**src/rtl/ring_ptr_pkg.sv**
```systemverilog
// Shared opcode encoding and decoded control bundle for the ring pointer manager.
package ring_ptr_pkg;

    typedef enum logic [2:0] {
        OP_NONE     = 3'd0,
        OP_LD_START = 3'd1,
        OP_LD_END   = 3'd2,
        OP_LD_WP    = 3'd3,
        OP_LD_RP    = 3'd4,
        OP_ADV_WP   = 3'd5,
        OP_ADV_RP   = 3'd6,
        OP_RSVD     = 3'd7
    } ring_op_e;

    typedef struct packed {
        logic ld_start;
        logic ld_end;
        logic ld_wp;
        logic ld_rp;
        logic adv_wp;
        logic adv_rp;
    } ring_ctl_t;

endpackage

```
**src/rtl/ring_ptr_decode.sv**
```systemverilog
// Turns a command-lane opcode into one-hot control strobes.
// Assumes: strobes are all low when cmd_valid is low; the reserved opcode decodes to nothing.
module ring_ptr_decode
    import ring_ptr_pkg::*;
(
    input  logic       cmd_valid,
    input  logic [2:0] cmd_op,
    output ring_ctl_t  ctl
);

    // Decode opcode into control strobes.
    always_comb begin
        ctl = '0;
        if (cmd_valid) begin
            unique case (ring_op_e'(cmd_op))
                OP_LD_START: ctl.ld_start = 1'b1;
                OP_LD_END:   ctl.ld_end   = 1'b1;
                OP_LD_WP:    ctl.ld_wp    = 1'b1;
                OP_LD_RP:    ctl.ld_rp    = 1'b1;
                OP_ADV_WP:   ctl.adv_wp   = 1'b1;
                OP_ADV_RP:   ctl.adv_rp   = 1'b1;
                default:     ctl = '0;
            endcase
        end
    end

endmodule

```
**src/rtl/ring_ptr_step.sv**
```systemverilog
// Computes the pointer one word ahead, wrapping to ring start when it reaches ring end.
// Assumes: ring end is exclusive and word-aligned like the pointer.
module ring_ptr_step #(
    parameter int AW         = 32,
    parameter int WORD_BYTES = 4
) (
    input  logic [AW-1:0] ptr,
    input  logic [AW-1:0] ring_start,
    input  logic [AW-1:0] ring_end,
    output logic [AW-1:0] ptr_next
);

    localparam logic [AW-1:0] STEP = AW'(WORD_BYTES);

    logic [AW-1:0] bumped;

    // Advance by one word and apply the wrap rule.
    always_comb begin
        bumped   = ptr + STEP;
        ptr_next = (bumped == ring_end) ? ring_start : bumped;
    end

endmodule

```
**src/rtl/ring_ptr_mgr.sv**
```systemverilog
// Ring buffer pointer manager: holds ring start/end and write/read pointers,
// performs atomic advance-with-wrap plus full/empty check in one cycle.
// Assumes: pop lane is ordered before the command lane; results are combinational.
module ring_ptr_mgr
    import ring_ptr_pkg::*;
#(
    parameter int AW         = 32,
    parameter int WORD_BYTES = 4
) (
    input  logic          clk,
    input  logic          rst_n,
    input  logic          cmd_valid,
    input  logic [2:0]    cmd_op,
    input  logic [AW-1:0] cmd_data,
    output logic [AW-1:0] cmd_result,
    input  logic          pop_valid,
    output logic [AW-1:0] pop_addr
);

    localparam int            ALIGN_BITS = $clog2(WORD_BYTES);
    localparam logic [AW-1:0] ALIGN_MASK = AW'(WORD_BYTES - 1);

    ring_ctl_t     ctl;
    logic [AW-1:0] start_q, end_q, wp_q, rp_q;
    logic [AW-1:0] din;
    logic [AW-1:0] rp_step, rp_mid, rp_mid_step, wp_step;
    logic          pop_go, full, empty_cmd;

    ring_ptr_decode u_decode (
        .cmd_valid (cmd_valid),
        .cmd_op    (cmd_op),
        .ctl       (ctl)
    );

    ring_ptr_step #(.AW(AW), .WORD_BYTES(WORD_BYTES)) u_step_pop (
        .ptr (rp_q), .ring_start (start_q), .ring_end (end_q), .ptr_next (rp_step)
    );

    ring_ptr_step #(.AW(AW), .WORD_BYTES(WORD_BYTES)) u_step_rd (
        .ptr (rp_mid), .ring_start (start_q), .ring_end (end_q), .ptr_next (rp_mid_step)
    );

    ring_ptr_step #(.AW(AW), .WORD_BYTES(WORD_BYTES)) u_step_wr (
        .ptr (wp_q), .ring_start (start_q), .ring_end (end_q), .ptr_next (wp_step)
    );

    // Word-align the load operand.
    always_comb din = cmd_data & ~ALIGN_MASK;

    // Pop lane first: read pointer as seen by the command lane.
    always_comb begin
        pop_go   = pop_valid && (rp_q != wp_q);
        rp_mid   = pop_go ? rp_step : rp_q;
        pop_addr = pop_go ? rp_q : '0;
    end

    // Command lane full/empty checks and result selection.
    always_comb begin
        full      = (wp_step == rp_mid);
        empty_cmd = (rp_mid == wp_q);
        if (ctl.adv_wp)      cmd_result = full ? '0 : wp_q;
        else if (ctl.adv_rp) cmd_result = empty_cmd ? '0 : rp_mid;
        else                 cmd_result = '0;
    end

    // Register update for all four addresses.
    always_ff @(posedge clk) begin
        if (!rst_n) begin
            start_q <= '0;
            end_q   <= '0;
            wp_q    <= '0;
            rp_q    <= '0;
        end else begin
            if (ctl.ld_start) start_q <= din;
            if (ctl.ld_end)   end_q   <= din;
            if (ctl.ld_start || ctl.ld_wp)  wp_q <= din;
            else if (ctl.adv_wp && !full)   wp_q <= wp_step;
            if (ctl.ld_start || ctl.ld_rp)  rp_q <= din;
            else if (ctl.adv_rp && !empty_cmd) rp_q <= rp_mid_step;
            else                            rp_q <= rp_mid;
        end
    end

    AST_FULL_HOLDS_WP: assert property (@(posedge clk) disable iff (!rst_n)
        (ctl.adv_wp && wp_step == rp_mid) |=> $stable(wp_q));

    AST_EMPTY_HOLDS_RP: assert property (@(posedge clk) disable iff (!rst_n)
        (pop_valid && rp_q == wp_q && !ctl.ld_start && !ctl.ld_rp) |=> $stable(rp_q));

    AST_IDLE_RESULT_ZERO: assert property (@(posedge clk) disable iff (!rst_n)
        (!ctl.adv_wp && !ctl.adv_rp) |-> (cmd_result == '0));

    AST_RESULT_ALIGNED: assert property (@(posedge clk) disable iff (!rst_n)
        (cmd_result[ALIGN_BITS-1:0] == '0) && (pop_addr[ALIGN_BITS-1:0] == '0));

    AST_NO_POP_NO_ADDR: assert property (@(posedge clk) disable iff (!rst_n)
        !pop_valid |-> (pop_addr == '0));

endmodule

```
**config.mk**
```make
export PLATFORM = sky130hd
export DESIGN_NAME = ring_ptr_mgr
export DESIGN_NICKNAME = d
export VERILOG_FILES = /design/src/rtl/ring_ptr_pkg.sv /design/src/rtl/ring_ptr_decode.sv /design/src/rtl/ring_ptr_step.sv /design/src/rtl/ring_ptr_mgr.sv
export SDC_FILE = /design/constraint.sdc
export NUM_CORES = 1
export LEC_CHECK = 0
export BUFFER_PORTS_ARGS = -buffer_cell sky130_fd_sc_hd__buf_2
export CORE_MARGIN = 5
export CORE_UTILIZATION = 40
export CTS_CLUSTER_SIZE = 20
export DETAILED_ROUTE_END_ITERATION = 8
export PLACE_DENSITY = 0.66
export SYNTH_ARGS = -nofsm -noshare
export SYNTH_HDL_FRONTEND = slang
export SYNTH_SLANG_ARGS = --single-unit
```
**constraint.sdc**
```tcl
create_clock -name clk -period 9.34 [get_ports clk]
set_clock_uncertainty 0.05 [all_clocks]
set_input_delay 0.934 -clock clk [delete_from_list [all_inputs] [get_ports clk]]
set_output_delay 0.934 -clock clk [all_outputs]
set_load 0.02 [all_outputs]
```
After elaboration in Yosys (flattened, before gate mapping):

Index checks and enable logic that the tools add are counted.

* $add $sub $neg: 3
* equality and inequality tests: 12
* muxes and demuxes: 20
* bitwise operators: 1
* reductions and logical operators: 10

Operators with widths (count)
* 32-bit 2-to-1 mux: 13
* 32-bit equality test: 5
* 32-bit by 3-bit adder with 32-bit output, second input constant: 3
* 32-bit inequality test: 1
* 3-bit equality test, second input constant: 3
* 3-bit by 2-bit equality test with 1-bit output, second input constant: 2
* 1-bit 2-to-1 mux: 6
* 6-bit 2-to-1 mux: 1
* 2-bit OR reduction: 2
* 3-bit by 1-bit equality test with 1-bit output, second input constant: 1
* 1-bit logical AND: 3
* 1-bit logical NOT: 2
* 1-bit logical OR: 2
* 2-bit nonzero test: 1
* 1-bit inverter: 1

* register bits after elaboration: 124
* bits of input ports: 39
* output and inout port bits: 64

Logic depth before layout (Yosys ltp):

* word-level depth: 9
* gate-level depth with buffers: 26
* gate-level depth less buffers: 20

By module:

A second synthesis with hierarchy kept.

* cells, all modules: 1723
* area, all modules: 14375.0 um^2

By module, submodules not included
* ring_ptr_mgr: times used 1, cells each 961, area each 8215.4 um^2
* ring_ptr_step: times used 3, cells each 252, area each 2029.4 um^2
* ring_ptr_decode: times used 1, cells each 6, area each 71.3 um^2

Least setup slack after synthesis:

No wires, ideal clock.

* path type: reg2reg
* start point: register rp_q[3]
* end point: register rp_q[17]
* library setup time: 95 ps
* arrival: 6468 ps
* setup slack: 2727 ps
* stages on the path, launching flop included: 24
* buffers on the path: 6
* clock period less this slack: 6613 ps
* cells stage by stage: dfxtp_1 > ha_1 > nand4_1 > or3_4 > or4_1 > xnor2_1 > or3_1 > buf_2 > or4_1 > buf_2 > o41ai_2 > nor3_2 > or4_1 > buf_2 > or3_1 > buf_2 > nor2_2 > a31oi_1 > or4_1 > or4_1 > buf_6 > buf_6 > mux2i_1 > a221oi_1

* cells in the longest elaborated chain, start to end: 9

RTL lines
* from (decl): RTL line ring_ptr_mgr.sv:24 `logic [AW-1:0] start_q, end_q, wp_q, rp_q;`
* from (signal assigned): RTL line ring_ptr_mgr.sv:78 `if (ctl.ld_start || ctl.ld_rp) rp_q <= din;`
* from (signal assigned): RTL line ring_ptr_mgr.sv:79 `else if (ctl.adv_rp && !empty_cmd) rp_q <= rp_mid_step;`
* from (signal assigned): RTL line ring_ptr_mgr.sv:80 `else rp_q <= rp_mid;`
* 32-bit by 3-bit adder with 32-bit output: RTL line ring_ptr_step.sv:19 `bumped = ptr + STEP;`
* 32-bit equality test: RTL line ring_ptr_step.sv:20 `ptr_next = (bumped == ring_end) ? ring_start : bumped;`
* 32-bit 2-to-1 mux: RTL line ring_ptr_step.sv:20
* 32-bit 2-to-1 mux (*): RTL line ring_ptr_mgr.sv:53 `rp_mid = pop_go ? rp_step : rp_q;`
* 32-bit by 3-bit adder with 32-bit output or 32-bit equality test (tied branches): RTL line ring_ptr_step.sv:19, ring_ptr_mgr.sv:60
* 32-bit equality test or 1-bit logical NOT (tied branches): RTL line ring_ptr_step.sv:20, ring_ptr_mgr.sv:79
* 32-bit 2-to-1 mux or 1-bit logical AND (tied branches): RTL line ring_ptr_step.sv:20, ring_ptr_mgr.sv:79
* 32-bit 2-to-1 mux (*): RTL line ring_ptr_mgr.sv:79
* 32-bit 2-to-1 mux (*): RTL line ring_ptr_mgr.sv:78

Every way passes the cells marked *; elsewhere a longest branch is shown, timed or not.
A chain may end at the register's enable or synchronous reset.

Worst setup path in the final report:

* start point: register rp_q[3]
* end point: output cmd_result[21]

* cells in the longest elaborated chain, start to end: 8

RTL lines
* 32-bit by 3-bit adder with 32-bit output: RTL line ring_ptr_step.sv:19
* 32-bit equality test: RTL line ring_ptr_step.sv:20
* 32-bit 2-to-1 mux: RTL line ring_ptr_step.sv:20
* 32-bit 2-to-1 mux (*): RTL line ring_ptr_mgr.sv:53
* 32-bit equality test: RTL line ring_ptr_mgr.sv:60 `empty_cmd = (rp_mid == wp_q);`
* 32-bit 2-to-1 mux (2 in series): RTL line ring_ptr_mgr.sv:62 `else if (ctl.adv_rp) cmd_result = empty_cmd ? '0 : rp_mid;`
* 32-bit 2-to-1 mux (*): RTL line ring_ptr_mgr.sv:61 `if (ctl.adv_wp) cmd_result = full ? '0 : wp_q;`
* to (decl): RTL line ring_ptr_mgr.sv:15 `output logic [AW-1:0] cmd_result,`

Marks and branches as above.

==> impl_metrics.csv <==
group,metric,value,unit
timing,finalCritPeriodShare,0.907,
critical_path,cp_top_family,"simple AND/OR/NAND/NOR gates",
synthesis,yosys_register_bits,124,
drt,wl_per_cell,25.6,um
cells_and_area,area_growth,10.2,%
drt,first_pass_iters,6,
critical_path,reg2regPathDepth,19,
floorplan,core_area,30800,um2
critical_path,cp_cell_sequence,"ha_1 > nand4_1 > or3_4 > or4_1 > xnor2_1 > or3_1 > or4_1 > nor2_2 > buf_4 > o21ai_0 > a21o_1 > xnor2_1 > nor4_1 > nand4_1 > nor4_1 > nor2_4 > buf_4 > nand2_1 > o21ai_0 > buf_2",
synthesis,yosysUniqueCellTypes,94,
cells_and_area,n_fill_cell,3213,
outcome,status,"completed",
clocking,ctsResizeCount,0,
drt,via_count,13400,
clocking,cts_tree,"yes",
cells_and_area,seqCellArea,2480,um2
critical_path,endpoint_kind,"output pin",
timing,relSlewSlack,0.283,
critical_path,cp_slowest_cell,"or4_1",
drt,dr.first_iter.drc_count,1960,
critical_path,max_stage_delay,600,ps
timing,rsz0062_at_grt,"false",
cells_and_area,drive_gt1_frac,0.141,
power_and_ir_drop,p_per_area,134,nW/um2
critical_path,worstPathArrival,7480,ps
floorplan,start_util,0.408,
clocking,numCtsBuffers,17,
timing,setup_viol,0,
timing,final_max_slew_viol_count,0,
floorplan,die_x,187,um
place,place_hpwl,42.2,mm
timing,fmaxAchievable,118,MHz
clocking,clkTransAtPathRegs,60,ps
clocking,cts-root-buf,"clkbuf_16",
cells_and_area,nets,1750,
global_route,grt_pass1_vias,12300,
critical_path,worstPathRequired,8360,ps
global_route,grt_pass1_wl,80.1,mm
global_route,grt_max_degree,113,
synthesis,async_flop_share,0,
timing,fin_crit,8470,ps
critical_path,cp-start-kind,"flip-flop",
drt,vias_per_cell,6.32,
clocking,clock_path_buffers,2,
synthesis,synth_seq_area_share,0.198,
synthesis,synthesis.area,12600,um2
global_route,antenna_found_initial,1,
global_route,grt_usage,0.297,
synthesis,syn-instance-count,1706,
clocking,hold_buffers,0,
floorplan,dieArea,35100,um2
cells_and_area,multi_input_area,9260,um2
clocking,ctsHtreeMaxLevel,4,
power_and_ir_drop,finalPower,1.85,mW
critical_path,critical_path_depth,20,
place,portBuffers,100,
synthesis,syn-num-nets,1748,
drt,drc,0,
drt,drtAntennaViolNets,0,
timing,setup_tns,0,ps
timing,hold_viol_final,0,
global_route,grt-ovfl-total,0,
cells_and_area,antenna_cells,0,
floorplan,fp-row-count,64,
synthesis,synth-warning-count,0,
timing,whs,453,ps
synthesis,synthFlopType,"dfxtp_1",
drt,routed_wl,54.3,mm
critical_path,crit_type,"flip-flop to output pin",
timing,worst_slew_pin_slew,1070,ps
clocking,postCtsSetupRepairBufs,0,
power_and_ir_drop,ir_drop,131,uV
clocking,insertion_delay,440,ps
critical_path,path_buf_inv,3,
hold_path,hold_depth,2,
synthesis,avgSynthCellArea,7.36,um2
floorplan,pin_count,103,
clocking,cts_sinks,124,
floorplan,die_h,187,um
power_and_ir_drop,p_leak,5.30,nW
synthesis,synth_edf_count,0,
critical_path,crit_fanout,34,
place,routabilityCongestion,1.04,
hold_path,hold_class,"flip-flop to flip-flop",
job,max-cap-violations,0,
-- layer usage --
metal  share of wire  vias up  wire length [um]  track usage
met2            0.42      824             23000        0.442
met5               0        -                 0            0
li1                -     6069                 -            -
met1            0.43     6377             23500        0.435
met4           0.033        0              1800       0.0990
met3            0.11      101              6010       0.0472
-- flip-flops by register name, summed over array words and instances, names as in the netlist --
register and count:
start_q 30, rp_q 32, end_q 30, wp_q 32
-- cell type report --
| class | instances | area share |
|---|---|---|
| Sequential cell | 124 | 0.179 |
| Clock inverter | 13 | 0.0121 |
| Tap cell | 396 | 0.0358 |
| Timing Repair Buffer | 141 | 0.0584 |
| Inverter | 49 | 0.0133 |
| Multi-Input combinational cell | 1375 | 0.669 |
| Clock buffer | 19 | 0.0320 |
-- logic make-up after synthesis --
group	after synthesis	synth area share
xor gates and xnor gates	240	0.173
muxes	90	0.0731
and+or+nand+nor	668	0.279
adders and majority gates	3	0.00299
buffers and inverters	207	0.0690
AOI/OAI and AO/OA	374	0.205
DFF	124	0.198
-- tightest hold or removal path, stage by stage, from the launching register on --
cell and delay (ps):
dfxtp_1 320, nand2_1 50, a21boi_0 70
-- worst paths after layout --
kind / startpoint / end / slack [ps]
max: rp_q[3] / cmd_result[21] / 870
min: start_q[9] / start_q[9] / 450
max reg2reg: rp_q[3] / rp_q[12] / 1030
min reg2reg: start_q[9] / start_q[9] / 450
-- power breakdown --
group / total (mW) / switching [mW] / internal (mW)
Combinational: 0.535 / 0.336 / 0.199
Clock: 0.695 / 0.268 / 0.427
Sequential: 0.621 / 0.0687 / 0.552
Total: 1.85 / 0.672 / 1.18
-- cell usage in the layout, fill, tap and decap left out, types with 41 or more instances in the layout --
cell type and count:
nor4_1 44, and2_1 55, nand3_1 41, buf_2 100, xor2_1 90, xnor2_1 144, nand2_1 236, nor2_1 72
buf_4 41, a21oi_1 55, a21boi_0 62, dfxtp_1 124, inv_1 48, o21ai_0 94, mux2i_1 76
-- per-stage QoR --
step | util | cell area [um2] | instances | worst slack (ps)
2_1_floorplan | - | 12600 | 1706 | 2730
3_3_place_gp | 0.429 | 13200 | 2085 | 1280
3_5_place_dp | 0.429 | 13200 | 2085 | 1280
4_1_cts | 0.449 | 13800 | 2117 | 978
5_1_grt | 0.449 | 13800 | 2117 | 618
6_report | 0.449 | 13800 | 2117 | 872
-- synth_stat cells, types with 9 or more instances --
cell type | n | share of area
a22oi_1 | 19 | 0.011
or2_2 | 10 | 0.0050
nor2b_1 | 17 | 0.0085
a31oi_1 | 9 | 0.0045
inv_1 | 48 | 0.014
mux2i_1 | 76 | 0.061
dfxtp_1 | 124 | 0.20
or3_1 | 29 | 0.014
buf_1 | 11 | 0.0033
nand4_1 | 38 | 0.019
o21ai_0 | 94 | 0.037
mux2_2 | 14 | 0.013
or4_1 | 14 | 0.0084
clkbuf_1 | 109 | 0.033
a21boi_0 | 62 | 0.037
and4_1 | 12 | 0.0084
xor2_1 | 90 | 0.063
a211oi_1 | 12 | 0.0072
and3_1 | 16 | 0.0080
a21oi_1 | 56 | 0.022
and2_1 | 55 | 0.027
nor3_1 | 38 | 0.015
nor4_1 | 44 | 0.022
a221oi_1 | 24 | 0.017
xnor2_1 | 144 | 0.10
nor2_1 | 74 | 0.022
nand3_1 | 41 | 0.016
buf_2 | 27 | 0.011
nand2_1 | 237 | 0.071
No activity file was read; power rests on OpenSTA's default activity.
